--- src/rtl/fbist_pkg.sv ---
`timescale 1ns/1ps
package fbist_pkg;
  localparam int CTL_W = 8;
  localparam int CRC_W = 16;
  localparam logic [CRC_W-1:0] CRC_POLY = 16'h1021;
  localparam logic [CRC_W-1:0] CRC_SEED = 16'hFFFF;

  typedef enum logic [1:0] {ST_IDLE, ST_RUN, ST_FLUSH} bist_st_t;
  typedef enum logic [1:0] {T_FILL_DRAIN, T_PINGPONG, T_STREAM, T_UNDERRUN} bist_test_t;

  // Fold the low n bits of d into the CRC, most significant first.
  function automatic logic [CRC_W-1:0] crc_feed(input logic [CRC_W-1:0] c,
                                                input logic [31:0] d, input int n);
    logic [CRC_W-1:0] r;
    logic fb;
    r = c;
    for (int i = 31; i >= 0; i--) begin
      if (i < n) begin
        fb = r[CRC_W-1] ^ d[i];
        r  = {r[CRC_W-2:0], 1'b0} ^ (fb ? CRC_POLY : '0);
      end
    end
    return r;
  endfunction
endpackage

--- src/rtl/fbist_ctl.sv ---
`timescale 1ns/1ps
module fbist_ctl #(
  parameter int W = 8
) (
  input  logic         clk,
  input  logic         rst_n,
  input  logic         shift_en,
  input  logic         sdi,
  output logic [W-1:0] word
);
  logic [W-1:0] word_d;

  always_comb begin
    word_d = {sdi, word[W-1:1]};
  end

  always_ff @(posedge clk or negedge rst_n) begin
    if (!rst_n)        word <= '0;
    else if (shift_en) word <= word_d;
  end
endmodule

--- src/rtl/fbist_seq.sv ---
`timescale 1ns/1ps
module fbist_seq import fbist_pkg::*; #(
  parameter int AW   = 5,
  parameter int DW   = 8,
  parameter int NCFG = 4
) (
  input  logic          clk,
  input  logic          rst_n,
  input  logic          start,
  input  logic [1:0]    sel_in,
  input  logic          casc_in,
  output logic          busy,
  output logic          run,
  output logic          flush,
  output logic          we,
  output logic          re,
  output logic [AW-1:0] waddr,
  output logic [AW-1:0] raddr,
  output logic [DW-1:0] wdata,
  output logic          full,
  output logic          empty,
  output logic [AW-1:0] wptr,
  output logic [AW-1:0] rptr,
  output logic [AW:0]   occ,
  output logic [AW:0]   depth
);
  localparam int CW = (NCFG > 1) ? $clog2(NCFG) : 1;
  localparam int SW = AW + 1;
  localparam logic [AW:0] TOP_DEPTH = (AW+1)'(1) << AW;
  localparam logic [CW-1:0] LAST_CFG = CW'(NCFG - 1);

  bist_st_t    st_q, st_d;
  logic [CW-1:0] cfg_q, cfg_d;
  logic [SW-1:0] step_q, step_d;
  logic [AW-1:0] wp_d, rp_d, mask;
  logic [AW:0]   cnt_d;
  logic [1:0]    sel_q;
  logic          casc_q;
  logic          want_w, want_r, last_step, first_half, adv;
  logic [SW-1:0] two_d_m1;

  always_comb begin
    depth      = TOP_DEPTH >> cfg_q;
    mask       = depth[AW-1:0] - 1'b1;
    two_d_m1   = SW'({depth, 1'b0} - 1'b1);
    last_step  = (step_q == two_d_m1);
    first_half = (step_q < depth);
    full       = (occ >= depth);
    empty      = (occ == '0);
    run        = (st_q == ST_RUN);
    flush      = (st_q == ST_FLUSH);
    busy       = (st_q != ST_IDLE);
    case (bist_test_t'(sel_q))
      T_FILL_DRAIN: begin want_w = first_half;  want_r = !first_half; end
      T_PINGPONG:   begin want_w = !step_q[0];  want_r = step_q[0];   end
      T_STREAM:     begin want_w = 1'b1;        want_r = (step_q != '0); end
      default:      begin want_w = !first_half; want_r = first_half;  end
    endcase
    we    = run && want_w && !full;
    re    = run && want_r && !empty;
    waddr = wptr & mask;
    raddr = rptr & mask;
    wdata = cfg_q[0] ? ~DW'(wptr) : DW'(wptr);
  end

  always_comb begin
    st_d   = st_q;
    cfg_d  = cfg_q;
    step_d = step_q;
    wp_d   = wptr;
    rp_d   = rptr;
    cnt_d  = occ;
    case (st_q)
      ST_IDLE: begin
        if (start) begin
          st_d = ST_RUN; cfg_d = '0; step_d = '0;
          wp_d = '0; rp_d = '0; cnt_d = '0;
        end
      end
      ST_RUN: begin
        wp_d   = wptr + AW'(we);
        rp_d   = rptr + AW'(re);
        cnt_d  = occ + (AW+1)'(we) - (AW+1)'(re);
        step_d = step_q + 1'b1;
        if (last_step) begin
          step_d = '0;
          if (cfg_q == LAST_CFG) begin
            st_d = ST_FLUSH;
          end else begin
            cfg_d = cfg_q + 1'b1;
            if (!casc_q) begin wp_d = '0; rp_d = '0; cnt_d = '0; end
          end
        end
      end
      default: st_d = ST_IDLE;
    endcase
  end

  assign adv = busy || start;

  always_ff @(posedge clk or negedge rst_n) begin
    if (!rst_n) begin
      st_q <= ST_IDLE; cfg_q <= '0; step_q <= '0;
      wptr <= '0; rptr <= '0; occ <= '0;
      sel_q <= '0; casc_q <= 1'b0;
    end else if (adv) begin
      st_q <= st_d; cfg_q <= cfg_d; step_q <= step_d;
      wptr <= wp_d; rptr <= rp_d; occ <= cnt_d;
      if (start && !busy) begin
        sel_q  <= sel_in;
        casc_q <= casc_in;
      end
    end
  end
endmodule

--- src/rtl/fbist_sig.sv ---
`timescale 1ns/1ps
module fbist_sig import fbist_pkg::*; #(
  parameter int AW = 5,
  parameter int DW = 8
) (
  input  logic               clk,
  input  logic               rst_n,
  input  logic               clear,
  input  logic               run,
  input  logic               flush,
  input  logic               shift,
  input  logic               full,
  input  logic               empty,
  input  logic               we,
  input  logic               re,
  input  logic [AW-1:0]      wptr,
  input  logic [AW-1:0]      rptr,
  input  logic [DW-1:0]      rdata,
  output logic               sdo,
  output logic [3*CRC_W-1:0] chain
);
  logic [CRC_W-1:0] wsec_q, rsec_q, dsec_q, wsec_d, rsec_d, dsec_d;
  logic             rv_q, rv_d, en;

  assign chain = {wsec_q, rsec_q, dsec_q};
  assign sdo   = dsec_q[0];
  assign en    = clear || run || flush || shift;

  always_comb begin
    wsec_d = wsec_q; rsec_d = rsec_q; dsec_d = dsec_q; rv_d = rv_q;
    if (clear) begin
      wsec_d = CRC_SEED; rsec_d = CRC_SEED; dsec_d = CRC_SEED; rv_d = 1'b0;
    end else if (run) begin
      wsec_d = crc_feed(wsec_q, 32'({full, empty, we, wptr}), AW + 3);
      rsec_d = crc_feed(rsec_q, 32'({re, rptr}), AW + 1);
      if (rv_q) dsec_d = crc_feed(dsec_q, 32'(rdata), DW);
      rv_d = re;
    end else if (flush) begin
      if (rv_q) dsec_d = crc_feed(dsec_q, 32'(rdata), DW);
      rv_d = 1'b0;
    end else if (shift) begin
      {wsec_d, rsec_d, dsec_d} = {1'b0, chain[3*CRC_W-1:1]};
    end
  end

  always_ff @(posedge clk or negedge rst_n) begin
    if (!rst_n) begin
      wsec_q <= '0; rsec_q <= '0; dsec_q <= '0; rv_q <= 1'b0;
    end else if (en) begin
      wsec_q <= wsec_d; rsec_q <= rsec_d; dsec_q <= dsec_d; rv_q <= rv_d;
    end
  end
endmodule

--- src/rtl/fifo_bist.sv ---
`timescale 1ns/1ps
module fifo_bist import fbist_pkg::*; #(
  parameter int AW   = 5,
  parameter int DW   = 8,
  parameter int NCFG = 4
) (
  input  logic          clk,
  input  logic          rst_n,
  input  logic          ctl_shift_en,
  input  logic          ctl_sdi,
  input  logic          ctl_update,
  input  logic          sig_shift_en,
  output logic          sig_sdo,
  output logic          busy,
  output logic          mem_we,
  output logic [AW-1:0] mem_waddr,
  output logic [DW-1:0] mem_wdata,
  output logic          mem_re,
  output logic [AW-1:0] mem_raddr,
  input  logic [DW-1:0] mem_rdata
);
  logic [CTL_W-1:0]   ctl_word;
  logic [3*CRC_W-1:0] sig_chain;
  logic [AW-1:0]      wptr, rptr;
  logic [AW:0]        occ, depth;
  logic               start_acc, run, flush, full, empty;

  assign start_acc = ctl_update && ctl_word[2] && !busy;

  fbist_ctl #(.W(CTL_W)) u_ctl (
    .clk(clk), .rst_n(rst_n), .shift_en(ctl_shift_en), .sdi(ctl_sdi), .word(ctl_word)
  );

  fbist_seq #(.AW(AW), .DW(DW), .NCFG(NCFG)) u_seq (
    .clk(clk), .rst_n(rst_n), .start(start_acc),
    .sel_in(ctl_word[1:0]), .casc_in(ctl_word[3]),
    .busy(busy), .run(run), .flush(flush), .we(mem_we), .re(mem_re),
    .waddr(mem_waddr), .raddr(mem_raddr), .wdata(mem_wdata),
    .full(full), .empty(empty), .wptr(wptr), .rptr(rptr), .occ(occ), .depth(depth)
  );

  fbist_sig #(.AW(AW), .DW(DW)) u_sig (
    .clk(clk), .rst_n(rst_n), .clear(start_acc), .run(run), .flush(flush),
    .shift(sig_shift_en && !busy), .full(full), .empty(empty),
    .we(mem_we), .re(mem_re), .wptr(wptr), .rptr(rptr), .rdata(mem_rdata),
    .sdo(sig_sdo), .chain(sig_chain)
  );
endmodule

--- config.mk ---
export PLATFORM = sky130hd
export DESIGN_NAME = fifo_bist
export DESIGN_NICKNAME = d
export VERILOG_FILES = /design/src/rtl/fbist_pkg.sv /design/src/rtl/fbist_ctl.sv /design/src/rtl/fbist_seq.sv /design/src/rtl/fbist_sig.sv /design/src/rtl/fifo_bist.sv
export SDC_FILE = /design/constraint.sdc
export NUM_CORES = 1
export LEC_CHECK = 0
export CORE_MARGIN = 1.5
export CORE_UTILIZATION = 64
export CTS_CLUSTER_DIAMETER = 120
export DETAILED_ROUTE_END_ITERATION = 16
export GPL_ROUTABILITY_DRIVEN = 0
export PLACE_DENSITY = 0.86
export REMOVE_ABC_BUFFERS = 1
export SLEW_MARGIN = 10
export SYNTH_ARGS = -nofsm -noshare
export SYNTH_HDL_FRONTEND = slang
export SYNTH_SLANG_ARGS = --single-unit
export TNS_END_PERCENT = 1
--- constraint.sdc ---
create_clock -name clk -period 10.7 [get_ports clk]
set_input_delay 1.07 -clock clk [delete_from_list [all_inputs] [get_ports clk]]
set_output_delay 1.07 -clock clk [all_outputs]
set_load 0.01 [all_outputs]
==> flow_summary.ini <==
[sta]
slew_headroom_pct = 19.4
tns_ps = 0
hold_viol = 0
setup_viol = 0
finalCritPeriodShare_pct = 46.4
drv_slew = 0
rsz0062_at_grt = no
fmax_mhz = 202
worst_pin_slew_ps = 1200
fin_skew_ps = 10.0
worst_hold_slack_ps = 498
min_period_ps = 4960

[yosys]
synth_top_area_share_pct = 40.5
ys_types = 61
ys_async_sr_fraction_pct = 100
ys_seq_elements = 86
yosys_warnings = 0
synth_edf_count = 0
synth.avg_cell_area_um2 = 9.12
syn_inst = 583
ys_seq_area_share_pct = 40.5
yosys-top-cells-area = dfrtp_1 (40%), xnor2_1 (9.1%), ha_1 (5.9%)
syn_area_um2 = 5320
yosysTopAreaCell = dfrtp_1
synth_ff_type = dfrtp_1

[worst_setup_path]
slowest_delay_ps = 600
crit_path_end_kind = output pin
cp.arrival_ps = 3890
cp-start-kind = register
cpMaxStageDelayCell = dfrtp_1
cp_cell_sequence = ha_1 > inv_1 > ha_1 > o21a_1 > o32a_1 > a2111oi_4 > nand2_1 > inv_1 > clkdlybuf4s50_1
cp.required_ps = 9630
ff2ff_path_depth = 16
endpoint = mem_re
rr_startpoint = u_seq.cfg_q[0]
r2r_end = u_seq.occ[5]
worst-setup-path-type = register to output pin
cp_max_fo = 11
r2r_slack_ps = 6240
worstSetupStartpoint = u_seq.cfg_q[0]

[die]
ios = 36
start_util_pct = 65.3
dieArea_um2 = 8860
rows = 33
core_area_um2 = 8130
die_w_um = 94.1
die_h_um = 94.1

[route]
met3WireLength_um = 705
wl_um = 12600
wl_met1_um = 5470
drtIter0Drc = 298
dr.pass1.iters = 6
post-route-drc-count = 0
vias = 4305
wl_per_cell_um = 17.8
drtAntennaViolNets = 0
wl_met2_um = 6160
top_layer = met4
vias_per_cell = 6.08

[placed_design]
placed_area_um2 = 5670
portBuffers = 35
hpwl_um = 8820

[clocking]
clockBufferDepth = 2
cts_tree = yes
clkSlewWorstSetupHoldPaths_ps = 90
cts_sinks = 86
htreeDepth = 3
cts_hold_buf = 0
postCtsSetupRepairBufs = 0
clock-root-buffer = clkbuf_8
post_cts_resized = 0
cts_buffers = 9
insertion_delay_ps = 370

[power]
p_clk_share_pct = 16.5
intPower_uw = 883
power.switching_uw = 541
p_sw_share_pct = 38.0
p_comb_share_pct = 45.0
pwr-share-seq_pct = 38.5
vdd_ir_drop_max_mv = 0.100
p_per_area_nw_per_um2 = 243
p_leak_nw = 2.56

[global_route]
grt_pass1_wl_um = 20900
grt_pass1_vias = 4345
track_usage_pct = 31.0
overflow = 0
grt_max_degree = 49
antenna_found_initial = 0

[finish]
n_antenna_cell = 0
drive_above_1_share_pct = 6.80
fin_nets = 638
fin_area_um2 = 5870
fin_util_pct = 72.1
areaGrowthSynthToFinish_pct = 10.4

[run]
cap_viol_max_count = 0

[hold_path]
hp-class = register to register

[status]
outcome = complete, no violations
[registers in the layout (all words and copies together) (netlist names)]
signal,count
u_ctl.word,8
u_seq.casc_q,1
u_seq.cfg_q,2
u_seq.occ,6
u_seq.rptr,5
u_seq.sel_q,2
u_seq.st_q,2
u_seq.step_q,6
u_seq.wptr,5
u_sig.dsec_q,16
u_sig.rsec_q,16
u_sig.rv_q,1
u_sig.wsec_q,16
[worst max-delay path, delay by kind of cell (launching register included)]
family | cells | cell delay [ps]
compound gates | 3 | 1100
buf+inv | 3 | 840
fa+ha+maj | 2 | 710
flops | 1 | 600
simple gates | 1 | 290
[area by class of cell]
| class | instances | area [µm²] |
|---|---|---|
| Multi-Input combinational cell | 442 | 2930 |
| Timing Repair Buffer | 40 | 385 |
| Clock inverter | 6 | 70.1 |
| Clock buffer | 10 | 128 |
| Tap cell | 105 | 131 |
| Inverter | 19 | 71.3 |
| Sequential cell | 86 | 2150 |
| Fill cell | 592 | 2270 |
[placed cells by master, fill, tap and decap left out, drive strengths merged, types with 4 or more instances in the layout]
cell / netlist / layout
and3: 4 / 4
a31oi: 4 / 4
o22ai: 12 / 12
nor2b: 4 / 4
o21ai: 54 / 54
mux2: 8 / 8
clkbuf: 25 / 10
dfrtp: 86 / 86
nand3: 11 / 11
nand2: 69 / 69
a22o: 4 / 4
a21oi: 53 / 53
xor2: 30 / 30
or2: 4 / 4
and2: 8 / 8
nor3: 5 / 5
xnor2: 55 / 55
or3: 4 / 4
inv: 19 / 21
buf: 11 / 6
ha: 25 / 25
clkdlybuf4s50: 0 / 34
nor2: 45 / 45
[worst min-delay path by stage]
stage | from | to | slack (ps) | depth (start not counted)
6_report | u_ctl.word[0] | u_seq.sel_q[0] | 500 | 2
2_1_floorplan | u_ctl.word[0] | u_seq.sel_q[0] | 430 | 2
3_3_place_gp | u_ctl.word[0] | u_seq.sel_q[0] | 460 | 2
5_1_grt | u_ctl.word[7] | u_ctl.word[6] | 530 | 1
4_1_cts | u_ctl.word[0] | u_seq.sel_q[0] | 510 | 2
3_5_place_dp | u_ctl.word[0] | u_seq.sel_q[0] | 490 | 2
[cell families (layout without fill, tap and decap cells)]
family | Yosys count | after routing | synth area share, %
simple gates | 163 | 163 | 14.1
fa+ha+maj | 26 | 26 | 6.26
mux | 11 | 11 | 2.26
compound gates | 156 | 156 | 17.9
flops | 86 | 86 | 40.5
buf+inv | 55 | 75 | 4.57
xor+xnor | 86 | 86 | 14.4
[power groups by stage]
| stage | clock network [mW] | registers, mW | logic [mW] |
|---|---|---|---|
| 2_1_floorplan | 0 | 0.523 | 0.522 |
| 3_3_place_gp | 0 | 0.544 | 0.603 |
| 3_5_place_dp | 0 | 0.552 | 0.630 |
| 4_1_cts | 0.237 | 0.546 | 0.638 |
| 5_1_grt | 0.251 | 0.560 | 0.716 |
| 6_report | 0.235 | 0.548 | 0.640 |
[cells in the mapped netlist, types with 4 or more instances]
cell      count
a21oi_1      53
xor2_1       30
nor2b_1       4
clkbuf_1     25
nand2_1      69
nand3_1      11
a22o_1        4
inv_1        18
nor3_1        4
xnor2_1      55
and2_1        7
buf_4         7
ha_1         25
o21ai_1      13
o21ai_0      41
mux2_2        8
dfrtp_1      86
o22ai_1      12
a31oi_1       4
and3_1        4
nor2_1       45
[routing by layer]
metal | vias up | track usage [%]
met5 | - | 0
li1 | 2020 | -
met2 | 158 | 51.8
met4 | 0 | 13.2
met3 | 32 | 4.85
met1 | 2095 | 39.9
[metrics by stage]
step / std cells / setup slack [ps] / power (mW)
detailed placement: 692 / 6190 / 1.18
finish: 708 / 5740 / 1.42
floorplan: 547 / 6670 / 1.05
global placement: 692 / 6340 / 1.15
CTS: 708 / 5750 / 1.42
global route: 708 / 5570 / 1.53
Power figures use the tool's default switching activity.
